### src/rtl/cff_pkg.sv
package cff_pkg;

   typedef enum logic [1:0] {
      ST_ACTIVE  = 2'b00,
      ST_PASSIVE = 2'b01,
      ST_BUSOFF  = 2'b10
   } cff_state_e;

   typedef enum logic [1:0] {
      BOM_AUTO       = 2'b00,
      BOM_HALT_ENTRY = 2'b01,
      BOM_AUTO_ALT   = 2'b10,
      BOM_HALT_REQ   = 2'b11
   } cff_bomode_e;

   localparam int NUM_FLAGS = 5;
   localparam int FL_WARN   = 0;
   localparam int FL_PASS   = 1;
   localparam int FL_ENTRY  = 2;
   localparam int FL_RCV    = 3;
   localparam int FL_BERR   = 4;

endpackage

### src/rtl/cff_sticky_flag.sv
module cff_sticky_flag (
   input  logic clk,
   input  logic rst_n,
   input  logic set_i,
   input  logic clr_i,
   output logic flag_o
);

   // set has priority over a same-cycle clear
   always_ff @(posedge clk) begin
      if (!rst_n) flag_o <= 1'b0;
      else        flag_o <= set_i | (flag_o & ~clr_i);
   end

endmodule

### src/rtl/cff_cross_det.sv
module cff_cross_det #(
   parameter int TEC_W = 9,
   parameter int REC_W = 8,
   parameter int LIMIT = 95
) (
   input  logic             clk,
   input  logic             rst_n,
   input  logic [TEC_W-1:0] tec_i,
   input  logic [REC_W-1:0] rec_i,
   output logic             rise_o
);

   localparam logic [TEC_W-1:0] TEC_LIM = TEC_W'(LIMIT);
   localparam logic [REC_W-1:0] REC_LIM = REC_W'(LIMIT);

   if (LIMIT < 0 || LIMIT >= (2 ** REC_W) - 1) begin : g_bad_limit
      $error("cff_cross_det: LIMIT out of counter range");
   end

   logic above;
   logic above_q;

   assign above = (tec_i > TEC_LIM) || (rec_i > REC_LIM);

   always_ff @(posedge clk) begin
      if (!rst_n) above_q <= 1'b0;
      else        above_q <= above;
   end

   // one event per excursion above the limit; re-armed once both fall back
   assign rise_o = above & ~above_q;

endmodule

### src/rtl/cff_err_merge.sv
module cff_err_merge #(
   parameter int ERR_N = 7
) (
   input  logic [ERR_N-1:0] err_i,
   output logic             any_o
);

   if (ERR_N < 1) begin : g_bad_n
      $error("cff_err_merge: ERR_N must be at least 1");
   end

   logic [ERR_N:0] chain;
   assign chain[0] = 1'b0;

   for (genvar i = 0; i < ERR_N; i++) begin : g_or
      assign chain[i+1] = chain[i] | err_i[i];
   end

   assign any_o = chain[ERR_N];

endmodule

### src/rtl/cff_busoff_ctl.sv
module cff_busoff_ctl
   import cff_pkg::*;
#(
   parameter int TEC_W    = 9,
   parameter int REC_W    = 8,
   parameter int PASS_LIM = 127,
   parameter int BOFF_LIM = 255,
   parameter int RECOV_N  = 128
) (
   input  logic             clk,
   input  logic             rst_n,
   input  logic [TEC_W-1:0] tec_i,
   input  logic [REC_W-1:0] rec_i,
   input  logic             recess_i,
   input  logic             req_reset_i,
   input  logic             req_halt_i,
   input  logic             req_force_i,
   input  cff_bomode_e      mode_i,
   output cff_state_e       state_o,
   output logic             entry_o,
   output logic             rcv_o
);

   localparam int               CNT_W     = $clog2(RECOV_N);
   localparam logic [CNT_W-1:0] CNT_LAST  = CNT_W'(RECOV_N - 1);
   localparam logic [TEC_W-1:0] TEC_BOFF  = TEC_W'(BOFF_LIM);
   localparam logic [TEC_W-1:0] TEC_PASS  = TEC_W'(PASS_LIM);
   localparam logic [REC_W-1:0] REC_PASS  = REC_W'(PASS_LIM);

   if (RECOV_N < 2) begin : g_bad_recov
      $error("cff_busoff_ctl: RECOV_N must be at least 2");
   end
   if (BOFF_LIM >= (2 ** TEC_W) - 1) begin : g_bad_tec
      $error("cff_busoff_ctl: TEC_W too narrow to exceed BOFF_LIM");
   end
   if (PASS_LIM >= BOFF_LIM) begin : g_bad_order
      $error("cff_busoff_ctl: PASS_LIM must lie below BOFF_LIM");
   end

   cff_state_e       state_q, state_d;
   logic [CNT_W-1:0] cnt_q, cnt_d;
   logic             forced;
   logic             last_det;

   // software-driven ways out of bus-off
   assign forced = req_reset_i | req_force_i
                 | (mode_i == BOM_HALT_ENTRY)
                 | ((mode_i == BOM_HALT_REQ) & req_halt_i);

   assign last_det = recess_i & (cnt_q == CNT_LAST);

   always_comb begin
      state_d = state_q;
      cnt_d   = cnt_q;
      entry_o = 1'b0;
      rcv_o   = 1'b0;
      if (state_q == ST_BUSOFF) begin
         if (forced) begin
            state_d = ST_ACTIVE;
            cnt_d   = '0;
         end else if (last_det) begin
            state_d = ST_ACTIVE;
            cnt_d   = '0;
            rcv_o   = 1'b1;
         end else if (recess_i) begin
            cnt_d   = cnt_q + 1'b1;
         end
      end else begin
         cnt_d = '0;
         if (tec_i > TEC_BOFF) begin
            state_d = ST_BUSOFF;
            entry_o = 1'b1;
         end else if ((tec_i > TEC_PASS) || (rec_i > REC_PASS)) begin
            state_d = ST_PASSIVE;
         end else begin
            state_d = ST_ACTIVE;
         end
      end
   end

   always_ff @(posedge clk) begin
      if (!rst_n) begin
         state_q <= ST_ACTIVE;
         cnt_q   <= '0;
      end else begin
         state_q <= state_d;
         cnt_q   <= cnt_d;
      end
   end

   assign state_o = state_q;

endmodule

### src/rtl/can_fault_flags.sv
module can_fault_flags
   import cff_pkg::*;
#(
   parameter int TEC_W    = 9,
   parameter int REC_W    = 8,
   parameter int WARN_LIM = 95,
   parameter int PASS_LIM = 127,
   parameter int BOFF_LIM = 255,
   parameter int RECOV_N  = 128,
   parameter int ERR_N    = 7
) (
   input  logic             clk,
   input  logic             rst_n,
   input  logic [TEC_W-1:0] tec,
   input  logic [REC_W-1:0] rec,
   input  logic             recess_det,
   input  logic             req_reset,
   input  logic             req_halt,
   input  logic             req_force_ret,
   input  logic [1:0]       boff_mode,
   input  logic [ERR_N-1:0] err_src,
   input  logic             clr_warn,
   input  logic             clr_pass,
   input  logic             clr_boff_entry,
   input  logic             clr_boff_rcv,
   input  logic             clr_bus_err,
   output logic             flag_warn,
   output logic             flag_pass,
   output logic             flag_boff_entry,
   output logic             flag_boff_rcv,
   output logic             flag_bus_err,
   output logic [1:0]       chan_state
);

   if (WARN_LIM >= PASS_LIM) begin : g_bad_lims
      $error("can_fault_flags: WARN_LIM must lie below PASS_LIM");
   end

   logic [NUM_FLAGS-1:0] set_v;
   logic [NUM_FLAGS-1:0] clr_v;
   logic [NUM_FLAGS-1:0] flag_v;
   logic [1:0]           cross_v;
   cff_state_e           state;

   // crossing detectors: index 0 warning limit, index 1 passive limit
   for (genvar g = 0; g < 2; g++) begin : g_cross
      localparam int LIM = (g == 0) ? WARN_LIM : PASS_LIM;
      cff_cross_det #(
         .TEC_W (TEC_W),
         .REC_W (REC_W),
         .LIMIT (LIM)
      ) u_det (
         .clk    (clk),
         .rst_n  (rst_n),
         .tec_i  (tec),
         .rec_i  (rec),
         .rise_o (cross_v[g])
      );
   end

   cff_busoff_ctl #(
      .TEC_W    (TEC_W),
      .REC_W    (REC_W),
      .PASS_LIM (PASS_LIM),
      .BOFF_LIM (BOFF_LIM),
      .RECOV_N  (RECOV_N)
   ) u_boff (
      .clk         (clk),
      .rst_n       (rst_n),
      .tec_i       (tec),
      .rec_i       (rec),
      .recess_i    (recess_det),
      .req_reset_i (req_reset),
      .req_halt_i  (req_halt),
      .req_force_i (req_force_ret),
      .mode_i      (cff_bomode_e'(boff_mode)),
      .state_o     (state),
      .entry_o     (set_v[FL_ENTRY]),
      .rcv_o       (set_v[FL_RCV])
   );

   cff_err_merge #(
      .ERR_N (ERR_N)
   ) u_err (
      .err_i (err_src),
      .any_o (set_v[FL_BERR])
   );

   assign set_v[FL_WARN] = cross_v[0];
   assign set_v[FL_PASS] = cross_v[1];

   assign clr_v[FL_WARN]  = clr_warn;
   assign clr_v[FL_PASS]  = clr_pass;
   assign clr_v[FL_ENTRY] = clr_boff_entry;
   assign clr_v[FL_RCV]   = clr_boff_rcv;
   assign clr_v[FL_BERR]  = clr_bus_err;

   for (genvar f = 0; f < NUM_FLAGS; f++) begin : g_flag
      cff_sticky_flag u_flag (
         .clk    (clk),
         .rst_n  (rst_n),
         .set_i  (set_v[f]),
         .clr_i  (clr_v[f]),
         .flag_o (flag_v[f])
      );
   end

   assign flag_warn       = flag_v[FL_WARN];
   assign flag_pass       = flag_v[FL_PASS];
   assign flag_boff_entry = flag_v[FL_ENTRY];
   assign flag_boff_rcv   = flag_v[FL_RCV];
   assign flag_bus_err    = flag_v[FL_BERR];
   assign chan_state      = state;

endmodule

### config.mk
export PLATFORM = sky130hd
export DESIGN_NAME = can_fault_flags
export DESIGN_NICKNAME = d
export VERILOG_FILES = /design/src/rtl/cff_pkg.sv /design/src/rtl/cff_sticky_flag.sv /design/src/rtl/cff_cross_det.sv /design/src/rtl/cff_err_merge.sv /design/src/rtl/cff_busoff_ctl.sv /design/src/rtl/can_fault_flags.sv
export SDC_FILE = /design/constraint.sdc
export NUM_CORES = 1
export LEC_CHECK = 0
export BUFFER_PORTS_ARGS = -buffer_cell sky130_fd_sc_hd__buf_2
export CAP_MARGIN = 25
export CORE_MARGIN = 8
export CORE_UTILIZATION = 43
export CTS_CLUSTER_DIAMETER = 80
export DETAILED_ROUTE_END_ITERATION = 12
export GPL_ROUTABILITY_DRIVEN = 0
export PLACE_DENSITY = 0.89
export SYNTH_ARGS = -nofsm -noshare
export SYNTH_HDL_FRONTEND = slang
export SYNTH_SLANG_ARGS = --single-unit
### constraint.sdc
create_clock -name clk -period 3.8 [get_ports clk]
set_input_delay 0.76 -clock clk [delete_from_list [all_inputs] [get_ports clk]]
set_output_delay 0.76 -clock clk [all_outputs]
set_load 0.1 [all_outputs]
==> impl_metrics.toml, run 1 <==
[run_status]
run_status = "finished clean"

[grt]
grt-ovfl-total = 0
antenna_found_initial = 0
grt_first_pass_wirelength_mm = 2.75
grt_start_max_net_pins = 11
grt_usage_pct = 10.4
first_global_vias = 681

[job]
cap_viol_max_count = 0

[final_layout]
drive_gt1_share_pct = 37.9
fin_nets = 143
num_antenna_cells = 0
area_growth_pct = 25.5
layout_commonest_cell = "buf_2"
layout_common_cells = "33 x buf_2, 16 x dfxtp_1, 7 x nor3_1, 5 x nand2_1, 5 x o21ai_0"
final_cells = 119

[setup_path]
crit_required_ns = 3.04
r2r_cells = 3
startpoint = "g_flag[0].u_flag.flag_o"
crit_end = "flag_warn"
worst_path_max_delay_cell = "buf_2"
endpoint_kind = "output port"
critPathArrivalTime_ns = 1.06
reg2reg_setup_slack_ns = 2.31
reg2reg_to = "u_boff.state_o[1]"
critPathMaxFanout = 2
path_cells = "buf_2"
worst-path-buf-inv = 1
critPathKind = "register to output port"
cp_num_cells = 1
slowest_delay_ns = 0.43
reg2reg_from = "u_boff.cnt_q[2]"
startpoint_type = "register"
cp_top_family = "buffers and inverters"

[die]
io_pins = 44
die-area_sq_um = 3170
std_cell_rows = 14
core_sq_um = 1510
dieWidth_um = 56.3
die_h_um = 56.3
initial_core_util_pct = 46.3

[sta]
worstMarginPinSlew_ns = 0.593
layout_min_cycle_time_ns = 1.82
final.setup.worst_slack_ns = 1.98
slew_violations = 0
setup_tns_ns = 0
holdWs_ns = 0.485
max_freq_mhz = 550
setup_viol = 0
period_share_pct = 47.9
clock_skew_ns = 0.00352
rsz0062_at_grt = "no"
maxSlewHeadroom_pct = 60.2
finalHoldViolCount = 0

[synthesis]
ys_warn_count = 0
ys_ff_latch = 16
synth_cell_types = 30
synth_area_sq_um = 697
synth-seq-area-share_pct = 46.0
syn_inst = 70
postSynthAreaPerCell_sq_um = 9.96
syn_nets = 108

[routing]
first_iter_violations = 18
dr.pass1.iters = 4
route.vias.total = 664
antenna_left = 0
vias_per_cell = 5.58
wl_per_cell_um = 15.1
routed_wl_mm = 1.80
drc = 0

[hold_path]
hp-class = "register to register"

[clocking]
clockBufferDepth = 2
cts_sinks = 16
clkLatencyLatePin_ns = 0.29
root_buffer = "clkbuf_4"
ctsHoldBuffers = 0
post_cts_resized = 0
clk_pin_slew_ns = 0.09
post_cts_buffers = 0
ctsHtreeMaxLevel = 1
cts_made_buffers = 3
cts_tree = "yes"

[place]
post-dp-hpwl_mm = 1.42
portBuffers = 33
pre_cts_slack_ns = 1.80
dp_cells = 116

[power]
ir_worst_vdd_uv = 243
leakagePower_nw = 0.399
p_per_area_nw_per_um2 = 377
==> synth_stat cells, drive strengths merged <==
| cell type | count | area (sq um) |
|---|---|---|
| dfxtp | 16 | 320 |
| nor3 | 8 | 45.0 |
| nand2 | 5 | 18.8 |
| o21ai | 5 | 25.0 |
| buf | 3 | 30.0 |
| inv | 3 | 11.3 |
| nand4 | 3 | 18.8 |
| xor2 | 3 | 26.3 |
| a21oi | 2 | 10.0 |
| nand2b | 2 | 12.5 |
| nor2b | 2 | 12.5 |
| or3 | 2 | 12.5 |
| a211o | 1 | 8.76 |
| a211oi | 1 | 12.5 |
| a21boi | 1 | 7.51 |
| a22oi | 1 | 7.51 |
| and2 | 1 | 6.26 |
| ha | 1 | 12.5 |
| mux2i | 1 | 10.0 |
| nand3 | 1 | 5.00 |
| nand3b | 1 | 7.51 |
| nor4 | 1 | 6.26 |
| o21a | 1 | 7.51 |
| o22ai | 1 | 6.26 |
| o41a | 1 | 11.3 |
| o41ai | 1 | 27.5 |
| or3b | 1 | 8.76 |
| xnor2 | 1 | 8.76 |
==> stage by stage <==
step           power (mW)  util [%]  cell area (sq um)
2_1_floorplan       0.226         -                697
3_3_place_gp        0.243      56.6                852
3_5_place_dp        0.244      56.6                852
4_1_cts             0.331      58.1                875
5_1_grt             0.342      58.1                875
6_report            0.329      58.1                875
==> metal layers <==
metal | global-route usage [%] | part of all wire, % | wire length, um
met1 | 9.30 | 35 | 634
met3 | 2.25 | 5.9 | 106
met5 | 0 | 0 | 0
met4 | 5.84 | 1.3 | 23
met2 | 20.6 | 57 | 1030
==> flip-flops by register name, summed over array words and instances, names as in the netlist <==
signal                 count
g_cross.u_det.above_q      2
g_flag.u_flag.flag_o       5
u_boff.cnt_q               7
u_boff.state_o             2
==> worst min path at each step <==
stage / start / to / slack (ns) / depth (start not counted)
global placement: g_flag[2].u_flag.flag_o / g_flag[2].u_flag.flag_o / 0.45 / 2
floorplan: u_boff.cnt_q[6] / u_boff.cnt_q[6] / 0.46 / 2
CTS: g_flag[2].u_flag.flag_o / g_flag[2].u_flag.flag_o / 0.49 / 2
global route: u_boff.cnt_q[6] / u_boff.cnt_q[6] / 0.54 / 2
detailed placement: g_flag[2].u_flag.flag_o / g_flag[2].u_flag.flag_o / 0.48 / 2
finish: g_flag[2].u_flag.flag_o / g_flag[2].u_flag.flag_o / 0.48 / 2
==> cell families after synthesis <==
family | after synthesis | synth area share, %
buffers and inverters | 6 | 5.92
AO/OA/AOI/OAI | 15 | 17.8
AND/OR/NAND/NOR | 27 | 22.1
adder cells (fa/ha/maj) | 1 | 1.80
multiplexers | 1 | 1.44
XOR/XNOR | 4 | 5.03
flip-flops | 16 | 46.0
==> report_power, final <==
group,leakage (nW),internal [mW],switching (mW),total [mW]
clock network,0.0138,0.0369,0.0516,0.0885
registers,0.131,0.174,0.00259,0.176
logic,0.254,0.0185,0.0463,0.0648
total,0.399,0.229,0.101,0.329
==> cell type report <==
class,count,area [sq um]
Sequential cell,16,320
Fill cell,132,632
Tap cell,16,20.0
Inverter,3,11.3
Clock buffer,3,22.5
Multi-Input combinational cell,48,335
Timing Repair Buffer,33,165
No activity file was read; power rests on OpenSTA's default activity.
==> run 2: changes to the inputs <==
--- a/config.mk
+++ b/config.mk
@@ -8,11 +8,11 @@
 export BUFFER_PORTS_ARGS = -buffer_cell sky130_fd_sc_hd__buf_2
 export CAP_MARGIN = 25
 export CORE_MARGIN = 8
-export CORE_UTILIZATION = 43
+export CORE_UTILIZATION = 40
 export CTS_CLUSTER_DIAMETER = 80
 export DETAILED_ROUTE_END_ITERATION = 12
 export GPL_ROUTABILITY_DRIVEN = 0
-export PLACE_DENSITY = 0.89
+export PLACE_DENSITY = 0.84
 export SYNTH_ARGS = -nofsm -noshare
 export SYNTH_HDL_FRONTEND = slang
 export SYNTH_SLANG_ARGS = --single-unit
==> constraint.sdc (replaced) <==
create_clock -name clk -period 1.8 [get_ports clk]
set_input_delay 0.36 -clock clk [delete_from_list [all_inputs] [get_ports clk]]
set_output_delay 0.36 -clock clk [all_outputs]
set_load 0.1 [all_outputs]
==> run 2 against run 1 <==
  * Sequential cell count is the same
  * Global-route usage up 0.25 points
  * Critical path depth rose by 2
  * Combinational power increased by 110%
  * Non-clock buffer count increased by 1
  * Critical path type is now register to register
  * Largest power group unchanged
==> impl_metrics.toml, run 2 (synthesized netlist as in run 1, its figures left out) <==
[run_status]
run_status = "finished clean"

[hold_path]
hp-class = "input pin to register"

[power]
switching_share_pct = 29.7
leakagePower_nw = 0.405
p_clk_share_pct = 26.3
combPwrFrac_pct = 19.8
p_per_area_nw_per_um2 = 778
switching_power_mw = 0.204
p_int_mw = 0.483
p_seq_share_pct = 54.0
ir_worst_vdd_uv = 363

[final_layout]
nFillCells = 150
reg_top3 = "u_boff.cnt_q x7, g_flag.u_flag.flag_o x5"
largest_reg_flops = 7
num_antenna_cells = 0
layout_commonest_cell = "buf_2"
multi_input_area_sq_um = 335
drive_gt1_share_pct = 39.4
final_cells = 121
largest-register = "u_boff.cnt_q"
area_growth_pct = 26.9
seqCellArea_sq_um = 322
layout_common_cells = "33 x buf_2, 15 x dfxtp_1, 7 x nor3_1, 5 x nand2_1, 5 x o21ai_0"
fin_nets = 144

[grt]
grt_start_max_net_pins = 11
grt_first_pass_wirelength_mm = 2.74
antenna_found_initial = 0
first_global_vias = 627
grt-ovfl-total = 0
grt_usage_pct = 10.7

[setup_path]
worst-path-buf-inv = 0
r2r_cells = 3
endpoint_kind = "register"
reg2reg_from = "u_boff.cnt_q[2]"
critPathMaxFanout = 6
slowest_delay_ns = 0.45
crit_required_ns = 2.00
startpoint = "u_boff.cnt_q[2]"
reg2reg_setup_slack_ns = 0.37
worst_path_max_delay_cell = "or3_1"
reg2reg_to = "u_boff.cnt_q[5]"
critPathKind = "register to register"
critPathArrivalTime_ns = 1.63
startpoint_type = "register"
cp_num_cells = 3
crit_end = "u_boff.cnt_q[5]"
path_cells = "nand4_1 > or3_1 > a211oi_2"
cp_top_family = "simple AND/OR/NAND/NOR gates"

[clocking]
cts_made_buffers = 3
post_cts_buffers = 0
clockBufferDepth = 2
clkLatencyLatePin_ns = 0.28
cts_sinks = 16
clk_pin_slew_ns = 0.09
root_buffer = "clkbuf_4"
cts_tree = "yes"
ctsHtreeMaxLevel = 1
post_cts_resized = 0
ctsHoldBuffers = 0

[place]
portBuffers = 33
post-dp-hpwl_mm = 1.39
dp_cells = 118

[routing]
antenna_left = 0
route.vias.total = 634
dr.pass1.iters = 4
routed_wl_mm = 1.66
vias_per_cell = 5.24
wl_per_cell_um = 13.7
first_iter_violations = 12
drc = 0

[die]
initial_core_util_pct = 41.3
die-area_sq_um = 3330
core_sq_um = 1690
std_cell_rows = 15
die_h_um = 57.7
io_pins = 44
dieWidth_um = 57.7

[sta]
rsz0062_at_grt = "no"
clock_skew_ns = 0.00275
slew_violations = 0
finalHoldViolCount = 0
max_freq_mhz = 700
setup_tns_ns = 0
layout_min_cycle_time_ns = 1.43
worstMarginPinSlew_ns = 0.545
period_share_pct = 79.4
setup_viol = 0
maxSlewHeadroom_pct = 63.4

[job]
cap_viol_max_count = 0
-- run 2: how the worst min path moves through the flow --
| stage | cells after the start | from | end | slack (ns) |
|---|---|---|---|---|
| finish | 2 | clr_boff_entry | g_flag[2].u_flag.flag_o | 0.26 |
| CTS | 2 | clr_boff_entry | g_flag[2].u_flag.flag_o | 0.26 |
| detailed placement | 2 | g_flag[2].u_flag.flag_o | g_flag[2].u_flag.flag_o | 0.47 |
| global route | 2 | tec[8] | u_boff.state_o[0] | 0.26 |
| floorplan | 1 | tec[8] | u_boff.state_o[0] | 0.44 |
| global placement | 2 | g_flag[2].u_flag.flag_o | g_flag[2].u_flag.flag_o | 0.46 |
-- run 2: power by group through the flow --
| stage | Combinational (mW) | Clock [mW] | Sequential (mW) |
|---|---|---|---|
| after floorplan | 0.0290 | 0 | 0.449 |
| after global placement | 0.134 | 0 | 0.379 |
| after detailed placement | 0.137 | 0 | 0.380 |
| after CTS | 0.137 | 0.182 | 0.371 |
| after global routing | 0.144 | 0.202 | 0.373 |
| final | 0.136 | 0.181 | 0.371 |
-- run 2: area by class of cell --
class	count	share of cell area (%)
Tap cell	17	2.40
Clock buffer	3	2.55
Multi-Input combinational cell	48	37.9
Inverter	3	1.27
Timing Repair Buffer	34	19.5
Sequential cell	16	36.4
-- run 2: through the flow --
stage | area (sq um) | power (mW) | utilization, % | hold slack [ns] | worst slack, ns
finish | 885 | 0.688 | 52.4 | 0.256 | 0.371
global route | 885 | 0.720 | 52.4 | 0.261 | 0.286
CTS | 885 | 0.691 | 52.4 | 0.259 | 0.364
detailed placement | 862 | 0.517 | 51.0 | 0.465 | 0.193
global placement | 862 | 0.513 | 51.0 | 0.457 | 0.203
floorplan | 698 | 0.478 | - | 0.437 | 0.160
-- run 2: metal layers --
layer,wire length (um),part of all wire [%],GRT usage [%]
met3,68,4.1,3.09
met4,77,4.6,9.09
met2,864,52,17.8
met5,0,0,0
met1,650,39,10.7
-- run 2: worst register-to-register path: stages (launching register included) --
cell and delay, ns:
dfxtp_1 0.40, nand4_1 0.30, or3_1 0.45, a211oi_2 0.21
